File: config.mk
export PLATFORM = sky130hd
export DESIGN_NAME = vrf_read_formatter
export DESIGN_NICKNAME = d
export VERILOG_FILES = /design/src/rtl/vrf_pkg.sv /design/src/rtl/vrf_fmt_reg.sv /design/src/rtl/vrf_steal_ctl.sv /design/src/rtl/vrf_plane_route.sv /design/src/rtl/vrf_fmt_calc.sv /design/src/rtl/vrf_read_formatter.sv
export SDC_FILE = /design/constraint.sdc
export NUM_CORES = 1
export LEC_CHECK = 0
export BUFFER_PORTS_ARGS = -buffer_cell sky130_fd_sc_hd__buf_2
export CORE_UTILIZATION = 55
export CTS_CLUSTER_DIAMETER = 120
export DETAILED_ROUTE_END_ITERATION = 10
export GPL_TIMING_DRIVEN = 0
export HOLD_SLACK_MARGIN = 0.05
export PLACE_DENSITY = 0.86
export SKIP_CTS_REPAIR_TIMING = 1
export SYNTH_ARGS = -nofsm -noshare
export SYNTH_HDL_FRONTEND = slang
export SYNTH_HIERARCHICAL = 1
export SYNTH_SLANG_ARGS = --single-unit
File: constraint.sdc
create_clock -name clk -period 3.4 [get_ports clk]
set_clock_uncertainty 0.15 [all_clocks]
set_input_delay 0.68 -clock clk [delete_from_list [all_inputs] [get_ports clk]]
set_output_delay 0.68 -clock clk [all_outputs]
set_load 0.05 [all_outputs]
File: src/rtl/vrf_pkg.sv
package vrf_pkg;

    localparam int NPLANES = 4;
    localparam int PW      = 8;
    localparam int HALF    = NPLANES / 2;
    localparam int FMT_W   = 2 + 2 * NPLANES;

    typedef enum logic {
        DM_FOUR = 1'b0,
        DM_TWO  = 1'b1
    } dmode_e;

    typedef enum logic {
        ST_IDLE = 1'b0,
        ST_WAIT = 1'b1
    } rd_state_e;

    typedef struct packed {
        logic               search;
        logic               frame_b;
        logic [NPLANES-1:0] sel;
        logic [NPLANES-1:0] color;
    } fmt_t;

    typedef logic [PW-1:0] pbyte_t;

    // Logical planes a display mode makes reachable.
    function automatic logic [NPLANES-1:0] usable_mask(dmode_e dm);
        logic [NPLANES-1:0] m;
        m = '0;
        for (int i = 0; i < NPLANES; i++) begin
            m[i] = (dm == DM_FOUR) || (i < HALF);
        end
        return m;
    endfunction

endpackage

File: src/rtl/vrf_fmt_reg.sv
module vrf_fmt_reg
    import vrf_pkg::*;
(
    input  logic             clk,
    input  logic             rst,
    input  logic             we,
    input  logic [FMT_W-1:0] wdata,
    output fmt_t             fmt
);

    always_ff @(posedge clk) begin
        if (rst) begin
            fmt <= '0;
        end else if (we) begin
            fmt <= fmt_t'(wdata);
        end
    end

endmodule

File: src/rtl/vrf_steal_ctl.sv
module vrf_steal_ctl #(
    parameter int AW = 16
) (
    input  logic          clk,
    input  logic          rst,
    input  logic          rd_req,
    input  logic [AW-1:0] rd_addr,
    input  logic          grant,
    output logic          busy,
    output logic          capture,
    output logic          valid,
    output logic [AW-1:0] addr
);
    import vrf_pkg::*;

    rd_state_e state;

    always_ff @(posedge clk) begin
        if (rst) begin
            state <= ST_IDLE;
            addr  <= '0;
            valid <= 1'b0;
        end else begin
            valid <= 1'b0;
            unique case (state)
                ST_IDLE: begin
                    if (rd_req) begin
                        addr  <= rd_addr;
                        state <= ST_WAIT;
                    end
                end
                ST_WAIT: begin
                    if (grant) begin
                        valid <= 1'b1;
                        state <= ST_IDLE;
                    end
                end
                default: state <= ST_IDLE;
            endcase
        end
    end

    assign busy    = (state == ST_WAIT);
    assign capture = busy && grant;

endmodule

File: src/rtl/vrf_plane_route.sv
module vrf_plane_route
    import vrf_pkg::*;
(
    input  dmode_e                     dm,
    input  logic                       frame_b,
    input  logic [NPLANES*PW-1:0]      raw,
    output logic [NPLANES-1:0][PW-1:0] lp,
    output logic [NPLANES-1:0]         usable
);

    genvar i;
    generate
        for (i = 0; i < NPLANES; i++) begin : g_plane
            if (i < HALF) begin : g_low
                localparam int HI = i + HALF;
                assign lp[i] = (dm == DM_TWO && frame_b) ? raw[HI*PW +: PW]
                                                         : raw[i*PW +: PW];
            end else begin : g_high
                assign lp[i] = (dm == DM_TWO) ? '0 : raw[i*PW +: PW];
            end
        end
    endgenerate

    assign usable = usable_mask(dm);

endmodule

File: src/rtl/vrf_fmt_calc.sv
module vrf_fmt_calc
    import vrf_pkg::*;
(
    input  fmt_t                       fmt,
    input  logic [NPLANES-1:0]         usable,
    input  logic [NPLANES-1:0][PW-1:0] lp,
    output pbyte_t                     result
);

    logic [NPLANES-1:0] part;
    pbyte_t             single_v;
    pbyte_t             search_v;

    assign part = fmt.sel & usable;

    // Single-plane: OR of the chosen planes (defined only when one-hot).
    always_comb begin
        single_v = '0;
        for (int i = 0; i < NPLANES; i++) begin
            if (part[i]) single_v = single_v | lp[i];
        end
    end

    genvar k;
    generate
        for (k = 0; k < PW; k++) begin : g_pix
            always_comb begin
                search_v[k] = 1'b1;
                for (int i = 0; i < NPLANES; i++) begin
                    if (part[i] && (lp[i][k] != fmt.color[i])) search_v[k] = 1'b0;
                end
            end
        end
    endgenerate

    assign result = fmt.search ? search_v : single_v;

endmodule

File: src/rtl/vrf_read_formatter.sv
module vrf_read_formatter #(
    parameter int AW = 16
) (
    input  logic          clk,
    input  logic          rst,
    input  logic          fmt_we,
    input  logic [9:0]    fmt_wdata,
    input  logic          disp_mode,
    input  logic          rd_req,
    input  logic [AW-1:0] rd_addr,
    output logic          busy,
    output logic          rd_valid,
    output logic [7:0]    rd_data,
    output logic          vram_req,
    output logic [AW-1:0] vram_addr,
    input  logic          steal_grant,
    input  logic [31:0]   vram_rdata
);
    import vrf_pkg::*;

    fmt_t                       fmt;
    logic                       capture;
    logic [NPLANES-1:0][PW-1:0] lp;
    logic [NPLANES-1:0]         usable;
    pbyte_t                     result;
    dmode_e                     dm;

    assign dm = dmode_e'(disp_mode);

    vrf_fmt_reg u_fmt (
        .clk   (clk),
        .rst   (rst),
        .we    (fmt_we),
        .wdata (fmt_wdata),
        .fmt   (fmt)
    );

    vrf_steal_ctl #(.AW(AW)) u_ctl (
        .clk     (clk),
        .rst     (rst),
        .rd_req  (rd_req),
        .rd_addr (rd_addr),
        .grant   (steal_grant),
        .busy    (busy),
        .capture (capture),
        .valid   (rd_valid),
        .addr    (vram_addr)
    );

    vrf_plane_route u_route (
        .dm      (dm),
        .frame_b (fmt.frame_b),
        .raw     (vram_rdata),
        .lp      (lp),
        .usable  (usable)
    );

    vrf_fmt_calc u_calc (
        .fmt    (fmt),
        .usable (usable),
        .lp     (lp),
        .result (result)
    );

    always_ff @(posedge clk) begin
        if (rst) begin
            rd_data <= '0;
        end else if (capture) begin
            rd_data <= result;
        end
    end

    assign vram_req = busy;

endmodule

# Word level (Yosys, flattened, before mapping)
# Cells that the tools add are included.
[word_totals]
regBits = 36
in_bits = 64
out_inout_bits = 27
wordCells = 127
[classes]
eq_ne = 32
n_mux = 45
bitwise_logic = 6
reduce_logical = 36
[ops]
columns = ["cell", "n"]
rows = [
  ["two-way mux 8 bit", 9],
  ["two-way mux 1 bit", 35],
  ["logical AND 1 bit", 34],
  ["inequality test 1 bit", 32],
  ["OR 8 bit", 3],
  ["AND 4 bit", 1],
  ["NOT 1 bit", 2],
  ["one-hot mux 1 bit (2 select lines)", 1],
  ["AND reduction 2 bit", 1],
  ["OR reduction 2 bit", 1],
]

# Depth between registers and ports, before layout
# Gate-level depths: netlist of run 1.
[depth]
word_depth = 10
ltp_mapped = 11
ltp_nobuf = 8

# Cells and area by module
# Netlist of run 1, hierarchy kept.
[modules_own_cells]
columns = ["module", "instances", "cells_each", "area_each_um2", "seq_area_each_um2"]
rows = [
  ["vrf_steal_ctl", 1, 77, 849.6, 360.3],
  ["vrf_fmt_calc", 1, 105, 755.7, 0.0],
  ["vrf_plane_route", 1, 41, 420.4, 0.0],
  ["vrf_fmt_reg", 1, 32, 352.8, 200.2],
  ["vrf_read_formatter", 1, 27, 292.8, 160.2],
]

# Worst setup path after synthesis of run 1
# OpenSTA, ideal clock, no wires.
[synth_timing]
path_kind = "input-to-reg"
startpoint = "input disp_mode"
endpoint = "register rd_data[7]"
setup_ns = 0.124
arrival_ns = 2.091
t_required_ns = 3.126
setup_slack_ns = 1.035
cell_stages = 11
path_buffers = 4
cell_sequence = "buf_6 -> clkbuf_1 -> inv_1 -> buf_4 -> and2_1 -> buf_6 -> a22oi_1 -> nand2_1 -> o21a_1 -> mux2i_1 -> nor2_1"
[synth_via]
elab_cells_between_ends = 27
cone_classes = "4 x eq/ne; 13 x mux; 5 x bitwise; 5 x reduce/logical"
[synth_lines]
columns = ["element", "line", "source"]
rows = [
  ["from (decl)", "vrf_read_formatter.sv:8", "input logic disp_mode,"],
  ["NOT 1 bit *", "vrf_pkg.sv:32", "m[i] = (dm == DM_FOUR) || (i < HALF);"],
  ["via usable[2]", "vrf_read_formatter.sv:24", "logic [NPLANES-1:0] usable;"],
  ["AND 4 bit *", "vrf_fmt_calc.sv:14", "assign part = fmt.sel & usable;"],
  ["two-way mux 8 bit or logical AND 1 bit (tied branches)", "vrf_fmt_calc.sv:20, vrf_fmt_calc.sv:30", ""],
  ["OR 8 bit or two-way mux 1 bit (tied branches)", "vrf_fmt_calc.sv:20, vrf_fmt_calc.sv:30", ""],
  ["two-way mux 8 bit or two-way mux 1 bit (tied branches)", "vrf_fmt_calc.sv:20, vrf_fmt_calc.sv:30", ""],
  ["two-way mux 8 bit *", "vrf_fmt_calc.sv:36", "assign result = fmt.search ? search_v : single_v;"],
  ["via result[7]", "vrf_read_formatter.sv:25", "pbyte_t result;"],
  ["to (signal assigned)", "vrf_read_formatter.sv:69", "rd_data <= result;"],
  ["to (decl)", "vrf_read_formatter.sv:13", "output logic [7:0] rd_data,"],
]
# Mark *: on every way through the listed nets, which the timed path passes. The rest lies on a longest branch.
# A chain may end at the register's enable or synchronous reset.

# Final worst setup path of run 1
[layout_timing]
startpoint = "input disp_mode"
endpoint = "register rd_data[0]"
# The elaborated chain is that of the path after synthesis.

==> results of run 1 <==
## placed cells by master, fill, tap and decap left out
cell type / n
buf_1: 2
inv_1: 1
mux2i_1: 18
o21ai_2: 10
nand2_1: 12
a22oi_1: 16
clkbuf_1: 5
dlymetal6s4s_1: 1
nor3_2: 1
clkbuf_8: 6
nor2b_1: 9
dfxtp_1: 36
buf_4: 7
nor2_1: 19
o21a_1: 8
mux2_2: 6
buf_6: 8
nand4bb_1: 16
o21ai_1: 14
and2_1: 4
and2b_1: 1
nor2b_4: 1
nand2b_1: 16
and2b_2: 7
nand2_8: 1
clkinvlp_4: 1
buf_2: 90
buf_12: 2
o22ai_1: 16
mux2_4: 10
and2_4: 1
conb_1: 2
xnor2_1: 32
## where the power goes
| part | internal (W) | total [W] | switching [W] |
|---|---|---|---|
| clock | 0.000165 | 0.000313 | 0.000148 |
| sequential | 0.000445 | 0.000462 | 0.0000167 |
| combinational | 0.000162 | 0.000355 | 0.000193 |
| total | 0.000772 | 0.00113 | 0.000358 |
## final timing paths
kind                                        to  slack (ns)  cells past startpoint
worst max register to register      rd_data[4]        1.43                      9
worst min register to register  u_ctl/addr[10]        0.31                      2
worst max-delay path                rd_data[0]        0.98                     11
worst min-delay path            u_ctl/addr[10]        0.31                      2
## cells by family after synthesis
| logic type | Yosys count |
|---|---|
| muxes | 34 |
| and+or+nand+nor | 88 |
| DFF | 36 |
| buffers and inverters | 27 |
| AOI/OAI and AO/OA | 64 |
| other | 1 |
| xor gates and xnor gates | 32 |
## layout make-up
type | count | area, sq um | share of cell area
multi-input combinational | 220 | 1720 | 0.526
sequential | 36 | 721 | 0.220
timing repair buffer | 88 | 440 | 0.135
buffer | 26 | 228 | 0.0695
clock buffer | 7 | 86.3 | 0.0264
tap | 52 | 65.1 | 0.0199
clock inverter | 1 | 7.51 | 0.00229
inverter | 1 | 3.75 | 0.00115
## state kept, by name, summed over array words and instances (netlist names)
register     count
u_ctl/addr      16
u_fmt/fmt       10
rd_data          8
u_ctl/busy       1
u_ctl/valid      1
## critical path, delay by kind of cell
family                 cells  cell delay, ns
and+or+nand+nor            3            0.25
AOI/OAI and AO/OA          2            0.36
buffers and inverters      5            0.97
muxes                      1            0.14
## stage by stage
| stage | cells | util | area (sq um) | setup WS, ns |
|---|---|---|---|---|
| 2_1_floorplan | 283 | - | 2680 | 1.03 |
| 3_3_place_gp | 423 | 0.706 | 3180 | 0.764 |
| 3_5_place_dp | 423 | 0.706 | 3180 | 0.739 |
| 4_1_cts | 431 | 0.727 | 3270 | 1.05 |
| 5_1_grt | 431 | 0.727 | 3270 | 0.859 |
| 6_report | 431 | 0.727 | 3270 | 0.982 |
## metal layers
layer / GRT usage / vias to the layer above / wire length [um]
li1: - / 1180 / -
met4: 0.0741 / 0 / 34
met2: 0.436 / 100 / 3080
met3: 0.0591 / 4 / 503
met1: 0.296 / 1073 / 2570
met5: 0 / - / 0
## synth_stat cells, types with 9 or more instances
| cell type | instances |
|---|---|
| mux2i_1 | 18 |
| nand4bb_1 | 16 |
| mux2_4 | 10 |
| nand2_1 | 12 |
| xnor2_1 | 32 |
| o21ai_2 | 10 |
| dfxtp_1 | 36 |
| a22oi_1 | 16 |
| nand2b_1 | 16 |
| o22ai_1 | 16 |
| o21ai_1 | 14 |
| nor2_1 | 19 |
| nor2b_1 | 9 |
==> impl_metrics.ini, run 1 <==
[cells_and_area]
drive_above_1_share = 0.398
num_antenna_cells = 0
finalNetCount = 442
synthToLayoutAreaGrowth_pct = 22.6
nFillCells = 373

[grt]
grt_max_degree = 13
grt-ovfl-total = 0
track_usage = 0.247
antenna_found_initial = 0
grt_pass1_vias = 2309
grt_pass1_wl_um = 10000

[clock_tree]
htree_levels = 2
cts-buffers-inserted = 5
clock-root-buffer = clkbuf_8
clk_pin_slew_ns = 0.07
cts_tree = yes
cts.sinks = 36
clockBufferDepth = 2
insertion_delay_ns = 0.29

[logic_synthesis]
async_flop_share = 0
synth_compound_area_frac = 0.164
synth_cell_types = 31
yosys_most_used_dff = dfxtp_1
synth_top_family_by_area = simple AND/OR/NAND/NOR gates
syn-cell-area_sq_um = 2670
synthXorXnorAreaFrac = 0.105
muxShareOfSynthArea = 0.149
syn_area_per_cell_sq_um = 9.47
synth_top_area_cell = dfxtp_1
synth_seq_cells = 36
ys_seq_area_frac = 0.270
synth-simple-area-share = 0.224
synth_edf_count = 0
synthAdderAreaFrac = 0
yosys_warnings = 6
synthTopCellsByArea = dfxtp_1, xnor2_1, mux2i_1
synth_top_area_frac = 0.270
syn_inst = 282

[floorplanning]
rows = 24
io-pin-count = 91
fp.coreArea_sq_um = 4500
die_y_um = 71.7
die-area_sq_um = 5140
start_util = 0.593
die-width_um = 71.7

[drt]
drt_iter0_markers = 193
firstDrtPassIters = 4
postRouteAntennaNets = 0
vias_per_cell = 5.47
wire_per_inst_um = 14.4
drc = 0
vias = 2357
drt-total-wl_um = 6190

[sta]
whs_ns = 0.314
finalCritPeriodShare = 0.711
finalSetupTns_ns = 0
fmax_mhz = 414
worstMarginPinSlew_ns = 0.511
fin_crit_ns = 2.42
finalSetupViolations = 0
rsz0062_at_grt = no
maxSlewViolCount = 0
finalHoldViolCount = 0
slew_headroom = 0.660

[worst_setup_path]
end_kind = register
cpPeakStageDelay_ns = 0.42
r2r-start = u_fmt/fmt[8]
arrival_ns = 2.43
crit_path_start = disp_mode
worstPathCellList = buf_6 -> clkbuf_1 -> inv_1 -> buf_4 -> and2_1 -> buf_6 -> a22oi_1 -> nand2_1 -> o21a_1 -> mux2i_1 -> nor2_1
cp.required_ns = 3.41
path_class = in -> reg
crit_slowest_cell = clkbuf_1
crit_path_max_fanout = 10
crit_top_cell = buf_6
crit_path_start_kind = input pin

[pwr]
leakagePower_nw = 1.45
p_per_area_nw_per_um2 = 345
power_w = 0.00113
worst_ir_drop_vdd_mv = 0.274

[placement]
portBuffers = 88
gp_congestion = 0.873
hpwl_um = 4710

[job]
cap_viol_max_count = 0

[worst_hold_path]
hold_path_class = reg -> reg
holdCritStartpoint = u_ctl/addr[10]

[outcome]
outcome = finished, final reports clean
No activity file was read; power rests on OpenSTA's default activity.
==> run 2, diff against run 1 <==
CORE_UTILIZATION = 51   (was 55)
PLACE_DENSITY = 0.81   (was 0.86)
clock period = 2.3 ns   (was 3.4 ns; I/O delays follow)
==> run 2 against run 1 <==
  * Sequential share of layout area about the same
  * Clock-buffer cell count shrank 1
  * Critical path type is now reg -> reg
  * Flip-flop and latch count unchanged
==> impl_metrics.ini, run 2 (synthesized netlist as in run 1, its figures left out) <==
[sta]
finalHoldViolCount = 0
rsz0062_at_grt = no
whs_ns = 0.269
maxSlewViolCount = 0
finalSetupViolations = 0
fin_crit_ns = 1.98
finalSetupTns_ns = 0
fmax_mhz = 506
finalCritPeriodShare = 0.859
worst_slack_ns = 0.324

[cells_and_area]
final_util = 0.671
num_antenna_cells = 0
largest_reg_flops = 16
largestRegisters = u_ctl/addr (16), u_fmt/fmt (10), rd_data (8)
synthToLayoutAreaGrowth_pct = 22.5
final_common_cell = buf_2
drive_above_1_share = 0.398
layout_common_cells = buf_2, dfxtp_1, xnor2_1, nor2_1, mux2i_1
finalNetCount = 441
regMostFlops = u_ctl/addr

[clock_tree]
insertion_delay_ns = 0.28
cts.sinks = 36
clk_pin_slew_ns = 0.07
htree_levels = 2
clock-root-buffer = clkbuf_8
clockBufferDepth = 2
cts-buffers-inserted = 5
cts_tree = yes

[placement]
hpwl_um = 4750
portBuffers = 88
gp_congestion = 0.847
place_ws_ns = -0.155

[drt]
vias = 2372
vias_per_cell = 5.34
drt_iter0_markers = 158
firstDrtPassIters = 4
drc = 0
postRouteAntennaNets = 0
wire_per_inst_um = 14.4
drt-total-wl_um = 6420

[floorplanning]
rows = 25
fp.coreArea_sq_um = 4880
die_y_um = 74.4
die-area_sq_um = 5530
die-width_um = 74.4
start_util = 0.547
io-pin-count = 91

[worst_setup_path]
arrival_ns = 1.98
path_class = reg -> reg
crit_path_max_fanout = 10
crit_slowest_cell = dfxtp_1
end_kind = register
crit_path_start_kind = register
ff2ff_path_depth = 9
worstPathCellList = nand2_8 -> buf_12 -> mux2_4 -> xnor2_1 -> o22ai_1 -> o21ai_1 -> o21a_1 -> mux2i_1 -> nor2_1
cp.required_ns = 2.31
cpPeakStageDelay_ns = 0.43

[outcome]
outcome = finished, final reports clean

[grt]
grt_max_degree = 13
antenna_found_initial = 0
grt-ovfl-total = 0
track_usage = 0.247
grt_pass1_wl_um = 10500
grt_pass1_vias = 2342

[worst_hold_path]
hold_path_class = in -> reg
whs_path_depth = 3

[pwr]
worst_ir_drop_vdd_mv = 0.355
p_per_area_nw_per_um2 = 495
leakagePower_nw = 1.44

[job]
cap_viol_max_count = 0
[run 2: cell types whose count changed in the layout (fill, tap and decap cells not counted), sizes merged]
cell / before / now
clkinvlp: 1 / 0
clkbuf: 11 / 9
clkinv: 0 / 1
[run 2: worst max-delay path, delay by kind of cell (launching register included)]
family / cells / cell delay [ns]
buffers and inverters: 1 / 0.16
DFF: 1 / 0.43
xor gates and xnor gates: 1 / 0.13
AOI/OAI and AO/OA: 3 / 0.37
and+or+nand+nor: 2 / 0.16
muxes: 2 / 0.45
[run 2: report_power, final]
part | leakage [nW] | internal, W | total (W) | switching [W]
sequential | 0.295 | 0.000659 | 0.000684 | 0.0000250
clock | 0.0410 | 0.000206 | 0.000411 | 0.000205
combinational | 1.11 | 0.000240 | 0.000526 | 0.000286
total | 1.44 | 0.00110 | 0.00162 | 0.000516
[run 2: worst paths after layout]
check	start	end	slack, ns
worst max register to register	u_fmt/fmt[8]	rd_data[4]	0.32
worst max-delay path	u_fmt/fmt[8]	rd_data[4]	0.32
worst min-delay path	fmt_wdata[7]	u_fmt/fmt[7]	0.27
worst min register to register	u_ctl/addr[9]	u_ctl/addr[9]	0.31
[run 2: metal layers]
metal  vias to the layer above  track usage  share of wire
met5                         -            0              0
met4                         0       0.0734         0.0056
met3                         5       0.0569          0.066
met2                        86        0.426           0.49
met1                      1104        0.305           0.44
li1                       1177            -              -
[run 2: layout make-up]
cell class / count / area (sq um)
inverters: 1 / 3.75
fillers: 424 / 1610
plain buffers: 25 / 224
repair buffers: 88 / 440
well taps: 67 / 83.8
clock buffers: 6 / 72.6
flip-flops and latches: 36 / 721
multi-input cells: 220 / 1720
clock inverters: 1 / 5.00
[run 2: metrics by stage]
step | std cells | cell area (sq um) | total power [W]
finish | 444 | 3270 | 0.00162
global route | 444 | 3270 | 0.00171
CTS | 445 | 3280 | 0.00164
detailed placement | 438 | 3200 | 0.00122
global placement | 438 | 3200 | 0.00121
floorplan | 283 | 2680 | 0.00109
==> run 3, diff against run 2 <==
CORE_UTILIZATION = 50   (was 51)
SYNTH_HIERARCHICAL = default   (was 1)
==> run 3 against run 2 <==
  * Flip-flop and latch count did not move
  * Combinational power fell by 1%
  * Design area fell by 7.6%
  * Routed wire length rose by 4.4%
  * Worst hold slack got worse by 0.025 ns
  * Non-clock buffer count rose by 1
  * Clock power rose by 36%
  * Final cell count fell by 3.6%
  * Highest routed layer unchanged
==> impl_metrics.ini, run 3 <==
[sta]
worstMarginPinSlew_ns = 0.694
rsz0062_at_grt = no
fmax_mhz = 469
maxSlewViolCount = 0
finalHoldViolCount = 0
finalCritPeriodShare = 0.927
fin_crit_ns = 2.13
slew_headroom = 0.537
finalSetupTns_ns = 0
finalSetupViolations = 0
whs_ns = 0.244

[logic_synthesis]
synth_edf_count = 0
async_flop_share = 0
synth_cell_types = 32
synthTopCellsByArea = dfxtp_1, xnor2_1, mux2i_4
synth_top_area_frac = 0.299
syn_inst = 281
yosys_most_used_dff = dfxtp_1
ys_seq_area_frac = 0.299
yosys_warnings = 0
synth_top_area_cell = dfxtp_1
synthMostInstantiatedCell = dfxtp_1
yosys-top-cells-count = dfxtp_1, nand2_1, a21oi_1
syn-cell-area_sq_um = 2410
syn_area_per_cell_sq_um = 8.58
synth_seq_cells = 36
syn_nets = 345

[worst_setup_path]
end_kind = register
crit_slowest_cell = dfxtp_1
arrival_ns = 2.19
r2r-start = u_fmt.fmt[8]
cpPeakStageDelay_ns = 0.57
crit_path_max_fanout = 10
crit_path_start_kind = register
worstPathCellList = nand2_4 -> buf_12 -> a21oi_1 -> mux2_2 -> a211o_1 -> a211oi_2
r2r-end = rd_data[5]
r2r_setup_slack_ns = 0.17
cp.required_ns = 2.36
path_class = reg -> reg
ff2ff_path_depth = 6

[cells_and_area]
finalNetCount = 439
drive_above_1_share = 0.338
regMostFlops = u_ctl.addr
final_util = 0.671
largest_reg_flops = 16
synthToLayoutAreaGrowth_pct = 25.4
final_area_sq_um = 3020
layout_common_cells = buf_2, dfxtp_1, nand2_1, a21oi_1, xnor2_1
largestRegisters = u_ctl.addr (16), u_fmt.fmt (10), rd_data (8)
num_antenna_cells = 0
final_common_cell = buf_2
instances_no_fill = 428
nFillCells = 410

[pwr]
share_comb_of_total_power = 0.294
p_per_area_nw_per_um2 = 583
worst_ir_drop_vdd_mv = 0.451
pwr-share-seq = 0.388
p_clk_frac = 0.318
p_sw_w = 0.000586
p_int_w = 0.00118
switching_share = 0.332
leakagePower_nw = 1.27

[worst_hold_path]
whs_path_depth = 3
holdCritStartpoint = rd_addr[10]
hold_path_class = in -> reg
holdPathEnd = u_ctl.addr[10]

[clock_tree]
clockBufferDepth = 2
clk_pin_slew_ns = 0.08
cts_tree = yes
clock-root-buffer = clkbuf_8
insertion_delay_ns = 0.29
cts.sinks = 36
cts-buffers-inserted = 5
htree_levels = 2

[placement]
place_area_sq_um = 2910
dpl.cell_count = 420
hpwl_um = 4890
gp_congestion = 0.903
portBuffers = 87

[floorplanning]
start_util = 0.535
io-pin-count = 91
die-width_um = 71.4
die_y_um = 71.4
die-area_sq_um = 5100
rows = 24
fp.coreArea_sq_um = 4500

[drt]
drt-total-wl_um = 6700
wire_per_inst_um = 15.6
vias_per_cell = 5.81
drc = 0
postRouteAntennaNets = 0
drt_iter0_markers = 243
vias = 2485
firstDrtPassIters = 6

[job]
cap_viol_max_count = 0

[outcome]
outcome = finished, final reports clean

[grt]
grt_max_degree = 13
antenna_found_initial = 0
track_usage = 0.278
grt-ovfl-total = 0
grt_pass1_vias = 2442
grt_pass1_wl_um = 11100
-- run 3: changes by cell type after synthesis, sizes merged, moves of 10 or more --
cell     change
a21oi       +31
nand2       +23
a22oi       -16
nand4bb     -16
o22ai       -16
clkbuf      +15
buf         -13
nand2b      -12
mux2        -10
-- run 3: power by group through the flow --
stage / Combinational, W / Sequential, W / Clock, W
final: 0.000519 / 0.000684 / 0.000560
after global routing: 0.000557 / 0.000689 / 0.000602
after CTS: 0.000515 / 0.000684 / 0.000565
after detailed placement: 0.000511 / 0.000698 / 0
after global placement: 0.000503 / 0.000696 / 0
after floorplan: 0.000262 / 0.000791 / 0
-- run 3: area by class of cell --
cell class,instances,area [sq um],area share
clock buffer,5,68.8,0.0228
multi-input combinational,217,1560,0.517
buffer,27,124,0.0410
inverter,1,3.75,0.00124
clock inverter,3,42.5,0.0141
tap,52,65.1,0.0215
timing repair buffer,87,435,0.144
sequential,36,721,0.238
-- run 3: cells by family after synthesis --
| logic type | share of synthesized area |
|---|---|
| AOI/OAI and AO/OA | 0.245 |
| xor gates and xnor gates | 0.0872 |
| buffers and inverters | 0.0529 |
| DFF | 0.299 |
| muxes | 0.157 |
| and+or+nand+nor | 0.159 |
-- run 3: through the flow --
stage	setup WS [ns]	total power, W
2_1_floorplan	0.283	0.00105
3_3_place_gp	0.134	0.00120
3_5_place_dp	0.107	0.00121
4_1_cts	0.209	0.00176
5_1_grt	0.0721	0.00185
6_report	0.167	0.00176
-- run 3: how the worst max path moves through the flow --
stage / start / endpoint / slack (ns)
2_1_floorplan: disp_mode / rd_data[5] / 0.28
3_3_place_gp: disp_mode / rd_data[7] / 0.13
3_5_place_dp: disp_mode / rd_data[7] / 0.11
4_1_cts: u_fmt.fmt[8] / rd_data[5] / 0.21
5_1_grt: u_fmt.fmt[8] / rd_data[5] / 0.07
6_report: u_fmt.fmt[8] / rd_data[5] / 0.17
-- run 3: routing by layer --
layer | routed length [um] | track usage | share of wire
met5 | 0 | 0 | 0
met4 | 199 | 0.129 | 0.030
met3 | 724 | 0.0830 | 0.11
met2 | 2960 | 0.443 | 0.44
met1 | 2820 | 0.345 | 0.42
-- run 3: critical path: cells and delay by family (launching register included) --
kind / cells / cell delay (ns)
compound gates: 3 / 0.62
flops: 1 / 0.57
simple gates: 1 / 0.16
mux: 1 / 0.35
buf+inv: 1 / 0.21
